$ cat src/rtl/pmc_pkg.sv
package pmc_pkg;
   localparam int CTRL_W = 4;

   // bit 3: irq switchback enable, bit 2: serial switchback enable,
   // bit 1: stop request, bit 0: slow-clock mode
   typedef struct packed {
      logic irq_swb;
      logic ser_swb;
      logic stop;
      logic slow;
   } pmc_ctrl_t;
endpackage

$ cat src/rtl/pmc_ctrl_reg.sv
module pmc_ctrl_reg
   import pmc_pkg::*;
#(
   parameter int                ADDR_W    = 8,
   parameter int                DATA_W    = 8,
   parameter logic [ADDR_W-1:0] CTRL_ADDR = 8'h87
) (
   input  logic              clk,
   input  logic              rst_n,
   input  logic [ADDR_W-1:0] addr,
   input  logic [DATA_W-1:0] wdata,
   input  logic              we,
   input  logic              stop_clr,
   output pmc_ctrl_t         ctrl,
   output logic [DATA_W-1:0] rdata
);
   localparam int PAD_W = DATA_W - CTRL_W;

   if (PAD_W < 1) begin : g_bad_width
      $error("pmc_ctrl_reg: DATA_W must exceed the control width");
   end

   logic      hit;
   pmc_ctrl_t ctrl_nxt;

   assign hit = (addr == CTRL_ADDR);

   always_comb begin
      ctrl_nxt = ctrl;
      if (we && hit) begin
         ctrl_nxt = pmc_ctrl_t'(wdata[CTRL_W-1:0]);
      end
      if (stop_clr) begin
         ctrl_nxt.stop = 1'b0;
      end
   end

   always_ff @(posedge clk or negedge rst_n) begin
      if (!rst_n) begin
         ctrl <= '0;
      end else begin
         ctrl <= ctrl_nxt;
      end
   end

   assign rdata = hit ? {{PAD_W{1'b0}}, ctrl} : '0;
endmodule

$ cat src/rtl/pmc_boost.sv
module pmc_boost #(
   parameter int N = 2
) (
   input  logic [N-1:0] act,
   input  logic         en,
   output logic         boost
);
   if (N < 1) begin : g_bad_n
      $error("pmc_boost: at least one activity source is needed");
   end

   if (N == 1) begin : g_single
      assign boost = en & act[0];
   end else begin : g_multi
      logic [N-1:0] seen;
      assign seen[0] = act[0];
      for (genvar i = 1; i < N; i++) begin : g_chain
         assign seen[i] = seen[i-1] | act[i];
      end
      assign boost = en & seen[N-1];
   end
endmodule

$ cat src/rtl/pmc_clk_throttle.sv
module pmc_clk_throttle
   import pmc_pkg::*;
#(
   parameter int                ADDR_W    = 8,
   parameter int                DATA_W    = 8,
   parameter logic [ADDR_W-1:0] CTRL_ADDR = 8'h87,
   parameter int                NIRQ      = 4,
   parameter int                NSER      = 2
) (
   input  logic              clk,
   input  logic              rst_n,
   input  logic [ADDR_W-1:0] sfr_addr,
   input  logic [DATA_W-1:0] sfr_wdata,
   input  logic              sfr_we,
   output logic [DATA_W-1:0] sfr_rdata,
   input  logic [NIRQ-1:0]   irq_pend,
   input  logic [NSER-1:0]   ser_busy,
   output logic              clk_stop,
   output logic              clk_slow
);
   pmc_ctrl_t ctrl_q;
   logic      irq_any;
   logic      ser_boost;
   logic      irq_boost;

   assign irq_any = |irq_pend;

   pmc_ctrl_reg #(
      .ADDR_W    (ADDR_W),
      .DATA_W    (DATA_W),
      .CTRL_ADDR (CTRL_ADDR)
   ) u_reg (
      .clk      (clk),
      .rst_n    (rst_n),
      .addr     (sfr_addr),
      .wdata    (sfr_wdata),
      .we       (sfr_we),
      .stop_clr (irq_any),
      .ctrl     (ctrl_q),
      .rdata    (sfr_rdata)
   );

   pmc_boost #(.N(NSER)) u_ser_boost (
      .act   (ser_busy),
      .en    (ctrl_q.ser_swb),
      .boost (ser_boost)
   );

   pmc_boost #(.N(NIRQ)) u_irq_boost (
      .act   (irq_pend),
      .en    (ctrl_q.irq_swb),
      .boost (irq_boost)
   );

   assign clk_stop = ctrl_q.stop & ~irq_any;
   assign clk_slow = ctrl_q.slow & ~ser_boost & ~irq_boost;
endmodule

$ cat config.mk
export PLATFORM = sky130hd
export DESIGN_NAME = pmc_clk_throttle
export DESIGN_NICKNAME = d
export VERILOG_FILES = /design/src/rtl/pmc_pkg.sv /design/src/rtl/pmc_ctrl_reg.sv /design/src/rtl/pmc_boost.sv /design/src/rtl/pmc_clk_throttle.sv
export SDC_FILE = /design/constraint.sdc
export NUM_CORES = 1
export LEC_CHECK = 0
export BUFFER_PORTS_ARGS = -buffer_cell sky130_fd_sc_hd__buf_4
export CAP_MARGIN = 10
export CORE_AREA = 10 10 47 49
export CTS_CLUSTER_DIAMETER = 100
export DETAILED_ROUTE_END_ITERATION = 8
export DIE_AREA = 0 0 57 59
export GPL_TIMING_DRIVEN = 0
export PLACE_DENSITY = 0.7
export SKIP_LAST_GASP = 1
export SLEW_MARGIN = 25
export SYNTH_ARGS = -nofsm -noshare
export SYNTH_HDL_FRONTEND = slang
export SYNTH_SLANG_ARGS = --single-unit
$ cat constraint.sdc
create_clock -name clk -period 1 [get_ports clk]
set_input_delay 0.2 -clock clk [delete_from_list [all_inputs] [get_ports clk]]
set_output_delay 0.2 -clock clk [all_outputs]
set_load 0.1 [all_outputs]
After elaboration in Yosys (flattened, before gate mapping)
Index checks and enable logic that the tools add are counted.
{"block": "op_classes", "eq_ne": 1, "n_mux": 3, "n_bitwise": 12, "n_reduce_logical": 3}
{"op": "$eq A8 B8 Y1 const B", "n": 1}
{"op": "$and A1 B1 Y1", "n": 5}
{"op": "$mux W4", "n": 1}
{"op": "$or A1 B1 Y1", "n": 4}
{"op": "$reduce_or A4 Y1", "n": 1}
{"op": "$not A1 Y1", "n": 3}
{"op": "$mux W2", "n": 1}
{"op": "$reduce_bool A2 Y1", "n": 1}
{"op": "$logic_and A1 B1 Y1", "n": 1}
{"op": "$mux W1", "n": 1}
{"block": "totals", "ff_bits": 4, "input_bits": 25, "output_inout_bits": 10, "word_cells": 23}

Longest topological paths before layout
Gate-level depths: netlist of run 1.
{"block": "logic_depth", "word_depth": 6, "ltp_mapped": 4, "depth_no_buf": 3}

Modules after synthesis
Synthesis of run 1 repeated with hierarchy kept, for this count alone.
{"block": "hier_totals", "cells_unflattened": 32, "area_unflattened_um2": 326.6}
{"module": "pmc_ctrl_reg", "n_inst": 1, "cells_per_inst": 26, "area_per_inst_um2": 279.0, "seq_area_each_um2": 100.1}
{"module": "pmc_clk_throttle", "n_inst": 1, "cells_per_inst": 4, "area_per_inst_um2": 28.8, "seq_area_each_um2": 0.0}
{"module": "pmc_boost at u_irq_boost", "n_inst": 1, "cells_per_inst": 1, "area_per_inst_um2": 11.3, "seq_area_each_um2": 0.0}
{"module": "pmc_boost at u_ser_boost", "n_inst": 1, "cells_per_inst": 1, "area_per_inst_um2": 7.5, "seq_area_each_um2": 0.0}

Worst setup path after synthesis of run 1
No wires, ideal clock.
{"block": "synth_timing", "path_type": "input to output", "startpoint": "input irq_pend[1]", "endpoint": "output clk_slow", "arrival_time_ps": 2147, "t_required_ps": 800, "setup_slack_ps": -1347, "stages": 3, "n_path_buf": 0, "cell_sequence": "nor4_1 inv_1 a21oi_1"}
{"block": "synth_between", "elab_chain_len": 6}
{"element": "start: declaration", "line": "pmc_clk_throttle.sv:16", "source": "input logic [NIRQ-1:0] irq_pend,"}
{"element": "$or A1 B1 Y1 (3 in series)", "line": "pmc_boost.sv:18", "source": "assign seen[i] = seen[i-1] | act[i];"}
{"element": "$and A1 B1 Y1", "line": "pmc_boost.sv:20", "source": "assign boost = en & seen[N-1];"}
{"element": "$not A1 Y1", "line": "pmc_clk_throttle.sv:56", "source": "assign clk_slow = ctrl_q.slow & ~ser_boost & ~irq_boost;"}
{"element": "$and A1 B1 Y1", "line": "pmc_clk_throttle.sv:56"}
{"element": "end: declaration", "line": "pmc_clk_throttle.sv:19", "source": "output logic clk_slow"}
Every way passes these cells.

Worst setup path after layout of run 1
{"block": "layout_timing", "startpoint": "input sfr_addr[6]", "endpoint": "output sfr_rdata[2]"}
{"block": "layout_between", "elab_chain_len": 2}
{"element": "start: declaration", "line": "pmc_clk_throttle.sv:12", "source": "input logic [ADDR_W-1:0] sfr_addr,"}
{"element": "$eq A8 B8 Y1", "line": "pmc_ctrl_reg.sv:26", "source": "assign hit = (addr == CTRL_ADDR);"}
{"element": "$mux W4", "line": "pmc_ctrl_reg.sv:46", "source": "assign rdata = hit ? {{PAD_W{1'b0}}, ctrl} : '0;"}
{"element": "end: declaration", "line": "pmc_clk_throttle.sv:15", "source": "output logic [DATA_W-1:0] sfr_rdata,"}
Every way passes these cells.

==> metrics.csv, run 1 <==
stage,metric,value,unit
detailed_routing,routedWlPerCell,14.0,um
finish,regArea,100,um2
yosys,yosys_warnings,0,
yosys,synth_ff_type,dfrtp_1,
clocking,root_buffer,clkbuf_4,
finish,antenna_cells,0,
detailed_routing,drt_iter0_drc,1,
global_route,first_global_vias,410,
finish,fill_cells,129,
setup_path,path_max_fanout,4,
yosys,synth_cells,32,
finish,areaGrowthSynthToFinish,144,%
yosys,ys_seq_area_share,33.2,%
sta,fin_tns_setup,-2.96,ns
detailed_routing,routed_wl,1150,um
floorplanning,std_cell_rows,14,
placed_design,placed_cells,77,
sta,setup_slack,-0.338,ns
setup_path,cp_top_family,simple AND/OR/NAND/NOR gates,
power_and_ir_drop,power.leakage,0.000364,uW
power_and_ir_drop,pwr_density_cell,805,mW/mm2
yosys,synth_edf_count,0,
floorplanning,start_util,21.5,%
setup_path,cp-end-kind,primary output,
finish,layout.nets,93,
min_path,hold_path.class,in2reg,
finish,final_util,52.4,%
yosys,ys_seq_elements,4,
setup_path,slowest_delay,0.26,ns
power_and_ir_drop,peakVddDrop,0.390,mV
finish,drive_gt1_share,75.8,%
setup_path,arrival,1.14,ns
setup_path,critPathKind,in2out,
yosys,syn_area_per_cell,9.42,um2
global_route,grt_max_degree,5,
floorplanning,core,0.00140,mm2
yosys,yosysUniqueCellTypes,16,
clocking,cts_tree,done,
floorplanning,die-height,59,um
yosys,syn_area,302,um2
finish,largest_register,u_reg.ctrl,
setup_path,worstPathCellList,"buf_6, nand4bb_4, nor3_4, and2_4, buf_12",
finish,finalNonFillerCells,82,
yosys,synth_commonest_cells,"4 x and2_1, 4 x buf_4, 4 x dfrtp_1, 4 x nand2_1",
sta,rsz0062_at_grt,yes,
detailed_routing,drc,0,
sta,fmax,748,MHz
detailed_routing,first_pass_iters,2,
run_status,violations,setup timing,
finish,reg_top3,u_reg.ctrl (4),
yosys,yosys-top-cells-area,"dfrtp_1 33%, mux2_4 15%, buf_4 10%",
sta,finalSetupViolations,10,
placed_design,pre_cts_ws,-0.590,ns
clocking,clock_sinks,4,
floorplanning,fp.dieArea,0.00336,mm2
finish,largest_reg_flops,4,
sta,hold_viol_final,0,
sta,finalCriticalPeriod,1.34,ns
sta,fin_crit_sh,134,%
sta,whs,0.196,ns
detailed_routing,drt-vias-per-instance,4.07,
clocking,clkTransAtPathRegs,0.04,ns
global_route,antenna_found_initial,0,
job,drv_cap,0,
clocking,cts_buffers,3,
setup_path,critPathLaunchType,input pin,
clocking,htree_levels,1,
clocking,worstSkewPairLatency,0.23,ns
floorplanning,die_w,57,um
placed_design,port-buffer-count,26,
setup_path,crit_buf_inv,2,
global_route,grt_use_total,6.73,%
yosys,synth_top_area_cell,dfrtp_1,
global_route,grt_pass1_wl,1740,um
run_status,outcome,"finished, violations left",
setup_path,cp_slowest_cell,nor3_4,
yosys,synth_top_area_share,33.2,%
placed_design,gp_congestion,0.630,
floorplanning,boundaryPins,35,
setup_path,critPathRequiredTime,0.80,ns
sta,clock_skew,0,ns
clocking,cts.path.max_buffers,2,
finish,multiInputGateArea,229,um2
yosys,async_flop_share,100,%
detailed_routing,ant_nets,0,
detailed_routing,vias,334,
global_route,grt_overflow,0,
sta,slew_viol_final,0,
## routing by layer
metal | track usage, % | wire [um] | up-vias
li1 | - | - | 164
met1 | 4.57 | 331 | 156
met2 | 13.0 | 715 | 14
met3 | 3.86 | 105 | 0
met4 | 5.03 | 0 | 0
met5 | 0 | 0 | -
## power breakdown
| group | total [uW] | internal (uW) | switching [uW] |
|---|---|---|---|
| logic | 220 | 100 | 119 |
| registers | 174 | 169 | 5.37 |
| clock network | 198 | 134 | 63.5 |
| total | 591 | 403 | 188 |
## what timing repair did
item                       in CTS  in global routing
setup endpoints to repair      10                 10
buffers inserted                2                  0
hold endpoints to repair        4                  0
hold buffers                    1                  0
pin swaps                       9                  7
gates resized for setup        30                  2
## cell usage in the layout (no fill, tap or decap), types with 2 or more instances in the layout
master / n
and2_4: 4
buf_12: 6
buf_4: 20
buf_6: 6
clkbuf_4: 3
conb_1: 4
dfrtp_1: 4
inv_1: 2
mux2_4: 3
nand2_1: 3
## cells by family after synthesis
group / count (synthesis) / share of synthesized area [%]
buffers and inverters: 8 / 17.4
AOI/OAI and AO/OA: 2 / 3.32
other: 1 / 1.24
muxes: 4 / 18.3
and+or+nand+nor: 13 / 26.6
DFF: 4 / 33.2
## final cells by class
type                    instances  share of cell area [%]
repair buffers                 29                    43.3
multi-input cells              23                    31.2
plain buffers                   4                    4.09
inverters                       3                    2.04
clock buffers                   3                    3.07
flip-flops and latches          4                    13.6
well taps                      16                    2.73
## final timing paths
| check | to | slack, ns | startpoint | cells past startpoint |
|---|---|---|---|---|
| worst min register to register | u_reg.ctrl[0]$_DFFE_PN0P_ | 0.55 | u_reg.ctrl[0]$_DFFE_PN0P_ | 1 |
| worst max-delay path | sfr_rdata[2] | -0.34 | sfr_addr[6] | 5 |
| max in group asynchronous | u_reg.ctrl[3]$_DFFE_PN0P_ | 0.59 | rst_n | 2 |
| worst min-delay path | u_reg.ctrl[3]$_DFFE_PN0P_ | 0.20 | sfr_wdata[3] | 2 |
| min in group asynchronous | u_reg.ctrl[1]$_DFFE_PN0P_ | 0.31 | rst_n | 2 |
| worst max register to register | u_reg.ctrl[2]$_DFFE_PN0P_ | 0.13 | u_reg.ctrl[2]$_DFFE_PN0P_ | 2 |
## metrics by stage
stage | total power (uW) | cell area [um2]
floorplan | 291 | 350
global placement | 360 | 566
detailed placement | 363 | 566
CTS | 595 | 714
global route | 620 | 734
finish | 591 | 734
No activity file was read; power rests on OpenSTA's default activity.
==> inputs of run 2 (changes only) <==
--- a/config.mk
+++ b/config.mk
@@ -7,14 +7,16 @@
 export LEC_CHECK = 0
 export BUFFER_PORTS_ARGS = -buffer_cell sky130_fd_sc_hd__buf_4
 export CAP_MARGIN = 10
-export CORE_AREA = 10 10 47 49
+export CORE_MARGIN = 10
+export CORE_UTILIZATION = 25
 export CTS_CLUSTER_DIAMETER = 100
 export DETAILED_ROUTE_END_ITERATION = 8
-export DIE_AREA = 0 0 57 59
 export GPL_TIMING_DRIVEN = 0
-export PLACE_DENSITY = 0.7
+export PLACE_DENSITY = 0.74
+export REMOVE_ABC_BUFFERS = 1
 export SKIP_LAST_GASP = 1
 export SLEW_MARGIN = 25
 export SYNTH_ARGS = -nofsm -noshare
 export SYNTH_HDL_FRONTEND = slang
+export SYNTH_HIERARCHICAL = 1
 export SYNTH_SLANG_ARGS = --single-unit
==> run 2 against run 1 <==
Net effect:
- combinational power is 8% lower
- largest power group unchanged
- die area fell by 6.3%
- fmax fell by 5.4%
- global-route usage up 1.0 points
- the run still ends with setup timing left
==> metrics.csv, run 2 <==
stage,metric,value,unit
run_status,outcome,"finished, violations left",
run_status,violations,setup timing,
sta,finalCriticalPeriod,1.41,ns
detailed_routing,drt_iter0_drc,2,
clocking,cts.path.max_buffers,2,
finish,fill_cells,99,
setup_path,path_max_fanout,3,
min_path,hold_path.class,in2reg,
sta,fmax,707,MHz
yosys,synth-compound-area-share,5.75,%
setup_path,reg2reg_slack,0.10,ns
placed_design,placed_area,509,um2
clocking,root_buffer,clkbuf_4,
min_path,hold_depth,2,
yosys,synth_top_area_cell,dfrtp_1,
job,drv_cap,0,
yosys,ys_seq_area_share,30.7,%
yosys,synth_ff_type,dfrtp_1,
placed_design,pre_cts_ws,-0.556,ns
setup_path,critPathKind,reg2out,
sta,clock_skew,0,ns
yosys,syn_area_per_cell,10.2,um2
finish,final_common_cell,buf_4,
floorplanning,fp.dieArea,0.00315,mm2
yosys,synth_cells,32,
power_and_ir_drop,p_int,392,uW
finish,largest_register,u_reg/ctrl,
sta,setup_slack,-0.414,ns
yosys,async_flop_share,100,%
setup_path,r2r-end,u_reg/ctrl[2]$_DFFE_PN0P_,
floorplanning,die_w,56.1,um
power_and_ir_drop,pwr-share-comb,35.4,%
finish,drive_gt1_share,69.8,%
sta,fin_tns_setup,-3.23,ns
clocking,cts_tree,done,
power_and_ir_drop,p_switching,182,uW
yosys,synth_top_family_by_area,simple AND/OR/NAND/NOR gates,
power_and_ir_drop,p_seq_share,30.3,%
power_and_ir_drop,pwr_density_cell,818,mW/mm2
global_route,first_global_vias,406,
global_route,grt_pass1_wl,1910,um
finish,areaGrowthSynthToFinish,115,%
yosys,synth_xor_area_share,0,%
yosys,synth_top_area_share,30.7,%
global_route,grt_overflow,0,
detailed_routing,vias,330,
finish,multiInputGateArea,234,um2
finish,regArea,100,um2
placed_design,hpwlAfterDp,897,um
yosys,ys_seq_elements,4,
placed_design,port-buffer-count,26,
sta,fin_crit_sh,141,%
sta,slew_viol_final,0,
global_route,grt_use_total,7.75,%
detailed_routing,first_pass_iters,2,
floorplanning,start_util,27.9,%
floorplanning,core,0.00117,mm2
finish,antenna_cells,0,
finish,largest_reg_flops,4,
floorplanning,die-height,56.1,um
global_route,antenna_found_initial,0,
setup_path,reg2regPathDepth,2,
power_and_ir_drop,clockPowerShare,34.2,%
min_path,hold_start,sfr_wdata[0],
finish,final_cell_mix,"15 x buf_4, 9 x buf_6, 4 x buf_12, 4 x conb_1, 4 x dfrtp_1",
clocking,htree_levels,1,
detailed_routing,drc,0,
yosys,synth_commonest_cells,"4 x and2_1, 4 x buf_4, 4 x dfrtp_1, 3 x mux2_4",
power_and_ir_drop,peakVddDrop,0.463,mV
power_and_ir_drop,p_sw_share,31.7,%
setup_path,critPathRequiredTime,0.80,ns
placed_design,gp_congestion,0.656,
setup_path,critPathLaunchType,register,
power_and_ir_drop,fin_total_pwr,573,uW
yosys,synthSimpleGateAreaFrac,30.7,%
finish,reg_top3,u_reg/ctrl (4),
floorplanning,std_cell_rows,12,
detailed_routing,ant_nets,0,
yosys,yosys_warnings,6,
sta,finalSetupViolations,10,
min_path,hold_path_end,u_reg/ctrl[0]$_DFFE_PN0P_,
finish,layout.nets,90,
finish,final_cell_area,701,um2
yosys,yosys-top-cells-area,"dfrtp_1 31%, mux2_4 14%, buf_4 9.2%",
detailed_routing,routed_wl,1190,um
clocking,clock_sinks,4,
yosys,synth_edf_count,0,
finish,final_util,59.8,%
detailed_routing,drt-vias-per-instance,4.29,
yosys,synth_fa_ha_area_share,0,%
yosys,synth_mux_area_share,16.9,%
sta,rsz0062_at_grt,yes,
global_route,grt_max_degree,5,
detailed_routing,routedWlPerCell,15.5,um
power_and_ir_drop,power.leakage,0.000350,uW
clocking,worstSkewPairLatency,0.23,ns
setup_path,cp-end-kind,primary output,
clocking,clkTransAtPathRegs,0.04,ns
sta,hold_viol_final,0,
setup_path,arrival,1.21,ns
setup_path,reg2reg_from,u_reg/ctrl[2]$_DFFE_PN0P_,
yosys,syn_area,327,um2
floorplanning,boundaryPins,35,
clocking,cts_buffers,3,
yosys,yosysUniqueCellTypes,18,
## run 2: changes by cell type after synthesis
cell,change
nor4_1,-1
o41a_1,+1
o21ai_0,-1
nor3b_1,+1
nor2_2,+1
o21a_1,+1
inv_1,-1
nand2b_1,+2
or4_4,+1
nand2_1,-3
a21oi_1,-1
## run 2: cell families after synthesis
kind of cell | Yosys count
compound gates | 2
buf+inv | 7
flops | 4
mux | 4
other cells | 1
simple gates | 14
## run 2: worst max-delay path by stage
stage          cells past startpoint                 startpoint                         to
2_1_floorplan                      2                irq_pend[1]                   clk_slow
3_3_place_gp                       4                sfr_addr[3]  u_reg/ctrl[2]$_DFFE_PN0P_
3_5_place_dp                       4                sfr_addr[3]  u_reg/ctrl[2]$_DFFE_PN0P_
4_1_cts                            3  u_reg/ctrl[2]$_DFFE_PN0P_                   clk_slow
5_1_grt                            3  u_reg/ctrl[2]$_DFFE_PN0P_                   clk_slow
6_report                           3  u_reg/ctrl[3]$_DFFE_PN0P_                   clk_slow
## run 2: power groups by stage
| stage | logic, uW | clock network (uW) | registers [uW] |
|---|---|---|---|
| 6_report | 203 | 196 | 174 |
| 5_1_grt | 213 | 213 | 175 |
| 4_1_cts | 197 | 210 | 174 |
| 3_5_place_dp | 171 | 0 | 176 |
| 3_3_place_gp | 168 | 0 | 175 |
| 2_1_floorplan | 102 | 0 | 173 |
## run 2: metrics by stage
| stage | instances | hold WS (ns) |
|---|---|---|
| global placement | 70 | -0.00470 |
| global route | 77 | 0.195 |
| finish | 77 | 0.196 |
| detailed placement | 70 | -0.00301 |
| CTS | 77 | 0.187 |
| floorplan | 30 | -0.0956 |
## run 2: per-layer routing
layer | share of wire [%] | wire length (um) | GRT usage [%]
met3 | 7.1 | 85 | 2.73
met2 | 57 | 682 | 14.3
met1 | 34 | 407 | 6.78
met4 | 1.3 | 16 | 5.12
met5 | 0 | 0 | 0
## run 2: area by class of cell
cell class | count | share of cell area, %
multi-input cells | 24 | 33.4
flip-flops and latches | 4 | 14.3
inverters | 2 | 1.07
well taps | 14 | 2.50
repair buffers | 30 | 45.5
clock buffers | 3 | 3.21
## run 2: worst max-delay path, cell delays in order (launching register included)
cell and delay [ns]:
dfrtp_1 0.40, o41a_1 0.13, nor3b_2 0.20, buf_6 0.25
## run 2: repair_timing
action	CTS	global route
pin swaps	7	8
resized for setup	27	4
endpoints found under the hold margin	4	0
buffers inserted	3	0
hold buffers	1	0
endpoints found under the setup margin	10	10
==> inputs of run 3 (changes only) <==
--- a/config.mk
+++ b/config.mk
@@ -20,3 +20,4 @@
 export SYNTH_HDL_FRONTEND = slang
 export SYNTH_HIERARCHICAL = 1
 export SYNTH_SLANG_ARGS = --single-unit
+export TNS_END_PERCENT = 50
==> run 3 against run 2 <==
Net effect:
- the run still ends with setup timing left
- sequential power about the same
- highest routed layer unchanged
- clock skew did not move
- register-to-register slack barely moved
- cell count shrank 2.6%
- core utilization shrank 2.2 points
- critical path type unchanged
- clock power barely moved
- non-clock buffer count shrank 2
- critical path depth unchanged
- largest power group unchanged
- worst setup slack better by 0.0091 ns
==> metrics.csv, run 3 (synthesized netlist as in run 2, its figures left out) <==
stage,metric,value,unit
global_route,grt_pass1_wl,1830,um
power_and_ir_drop,fin_total_pwr,571,uW
detailed_routing,ant_nets,0,
setup_path,critPathKind,reg2out,
detailed_routing,drt-vias-per-instance,4.39,
setup_path,reg2reg_slack,0.10,ns
sta,finalCriticalPeriod,1.40,ns
finish,areaGrowthSynthToFinish,107,%
finish,final_common_cell,buf_4,
power_and_ir_drop,pwr_density_cell,847,mW/mm2
placed_design,pre_cts_ws,-0.556,ns
sta,rsz0062_at_grt,yes,
floorplanning,fp.dieArea,0.00315,mm2
sta,slew_viol_final,0,
min_path,hold_path.class,in2reg,
clocking,worstSkewPairLatency,0.23,ns
floorplanning,start_util,27.9,%
power_and_ir_drop,p_seq_share,30.4,%
floorplanning,core,0.00117,mm2
setup_path,reg2regPathDepth,2,
detailed_routing,vias,329,
clocking,cts_tree,done,
floorplanning,die-height,56.1,um
setup_path,cp-end-kind,primary output,
finish,largest_register,u_reg/ctrl,
finish,finalNonFillerCells,75,
setup_path,crit_path_end,clk_slow,
finish,fill_cells,107,
detailed_routing,drc,0,
setup_path,crit_start,u_reg/ctrl[3]$_DFFE_PN0P_,
sta,fin_crit_sh,140,%
placed_design,gp_congestion,0.656,
sta,finalSetupViolations,10,
run_status,outcome,"finished, violations left",
global_route,grt_use_total,7.61,%
power_and_ir_drop,p_switching,183,uW
power_and_ir_drop,pwr-share-comb,35.3,%
setup_path,r2r-end,u_reg/ctrl[2]$_DFFE_PN0P_,
sta,whs,0.196,ns
global_route,first_global_vias,385,
global_route,antenna_found_initial,0,
placed_design,port-buffer-count,26,
job,drv_cap,0,
run_status,violations,setup timing,
placed_design,hpwlAfterDp,897,um
clocking,htree_levels,1,
power_and_ir_drop,peakVddDrop,0.441,mV
finish,reg_top3,u_reg/ctrl (4),
finish,drive_gt1_share,68.9,%
setup_path,critPathRequiredTime,0.80,ns
setup_path,reg2reg_from,u_reg/ctrl[2]$_DFFE_PN0P_,
finish,final_cell_mix,"16 x buf_4, 6 x buf_6, 4 x buf_12, 4 x conb_1, 4 x dfrtp_1",
finish,antenna_cells,0,
floorplanning,std_cell_rows,12,
detailed_routing,routed_wl,1270,um
sta,setup_slack,-0.405,ns
sta,fin_tns_setup,-3.15,ns
power_and_ir_drop,clockPowerShare,34.3,%
sta,clock_skew,0,ns
power_and_ir_drop,power.leakage,0.000337,uW
clocking,clock_sinks,4,
detailed_routing,first_pass_iters,2,
sta,hold_viol_final,0,
placed_design,placed_cells,70,
detailed_routing,drt_iter0_drc,2,
finish,largest_reg_flops,4,
floorplanning,boundaryPins,35,
power_and_ir_drop,p_sw_share,32.1,%
clocking,root_buffer,clkbuf_4,
detailed_routing,routedWlPerCell,16.9,um
clocking,cts.path.max_buffers,2,
setup_path,path_max_fanout,3,
power_and_ir_drop,p_int,388,uW
sta,fmax,712,MHz
setup_path,arrival,1.20,ns
clocking,cts_buffers,3,
setup_path,critPathLaunchType,register,
clocking,clkTransAtPathRegs,0.04,ns
global_route,grt_overflow,0,
finish,layout.nets,88,
floorplanning,die_w,56.1,um
global_route,grt_max_degree,5,
run 3: worst min path at each step:
stage | startpoint | to | cells past startpoint
after CTS | sfr_wdata[0] | u_reg/ctrl[0]$_DFFE_PN0P_ | 2
after detailed placement | rst_n | u_reg/ctrl[1]$_DFFE_PN0P_ | 1
final | sfr_wdata[0] | u_reg/ctrl[0]$_DFFE_PN0P_ | 2
after global routing | sfr_wdata[3] | u_reg/ctrl[3]$_DFFE_PN0P_ | 2
after global placement | rst_n | u_reg/ctrl[0]$_DFFE_PN0P_ | 1
after floorplan | rst_n | u_reg/ctrl[0]$_DFFE_PN0P_ | 0
run 3: power groups by stage:
stage	Sequential, uW	Clock [uW]	Combinational (uW)
after floorplan	173	0	102
after global placement	175	0	168
after detailed placement	176	0	171
after CTS	174	210	185
after global routing	174	213	212
final	174	196	202
run 3: final cells by class:
type / count / area [um2] / area share, %
clock buffer: 3 / 22.5 / 3.34
inverter: 2 / 7.51 / 1.11
multi-input combinational: 24 / 234 / 34.7
sequential: 4 / 100 / 14.8
tap: 14 / 17.5 / 2.60
timing repair buffer: 28 / 293 / 43.4
run 3: per-stage QoR:
stage	utilization, %	cell area, um2
3_5_place_dp	43.5	509
3_3_place_gp	43.5	509
2_1_floorplan	-	297
6_report	57.6	674
5_1_grt	57.6	674
4_1_cts	53.3	624
run 3: repair_timing:
item | CTS | global route
hold buffers | 1 | 0
resized for setup | 19 | 9
pin swaps | 3 | 6
cloned | 0 | 0
hold endpoints to repair | 4 | 0
endpoints found under the setup margin | 10 | 10
setup buffers | 1 | 0
run 3: layer usage:
metal	global-route usage, %	vias to the layer above	share of wire [%]
li1	-	160	-
met1	6.40	150	32
met2	14.3	17	61
met3	2.73	2	6.1
met4	5.12	0	1.3
met5	0	-	0
run 3: critical path: stages (launching register included):
cell     delay, ns
dfrtp_1       0.40
o41a_1        0.13
nor3b_2       0.19
buf_6         0.25
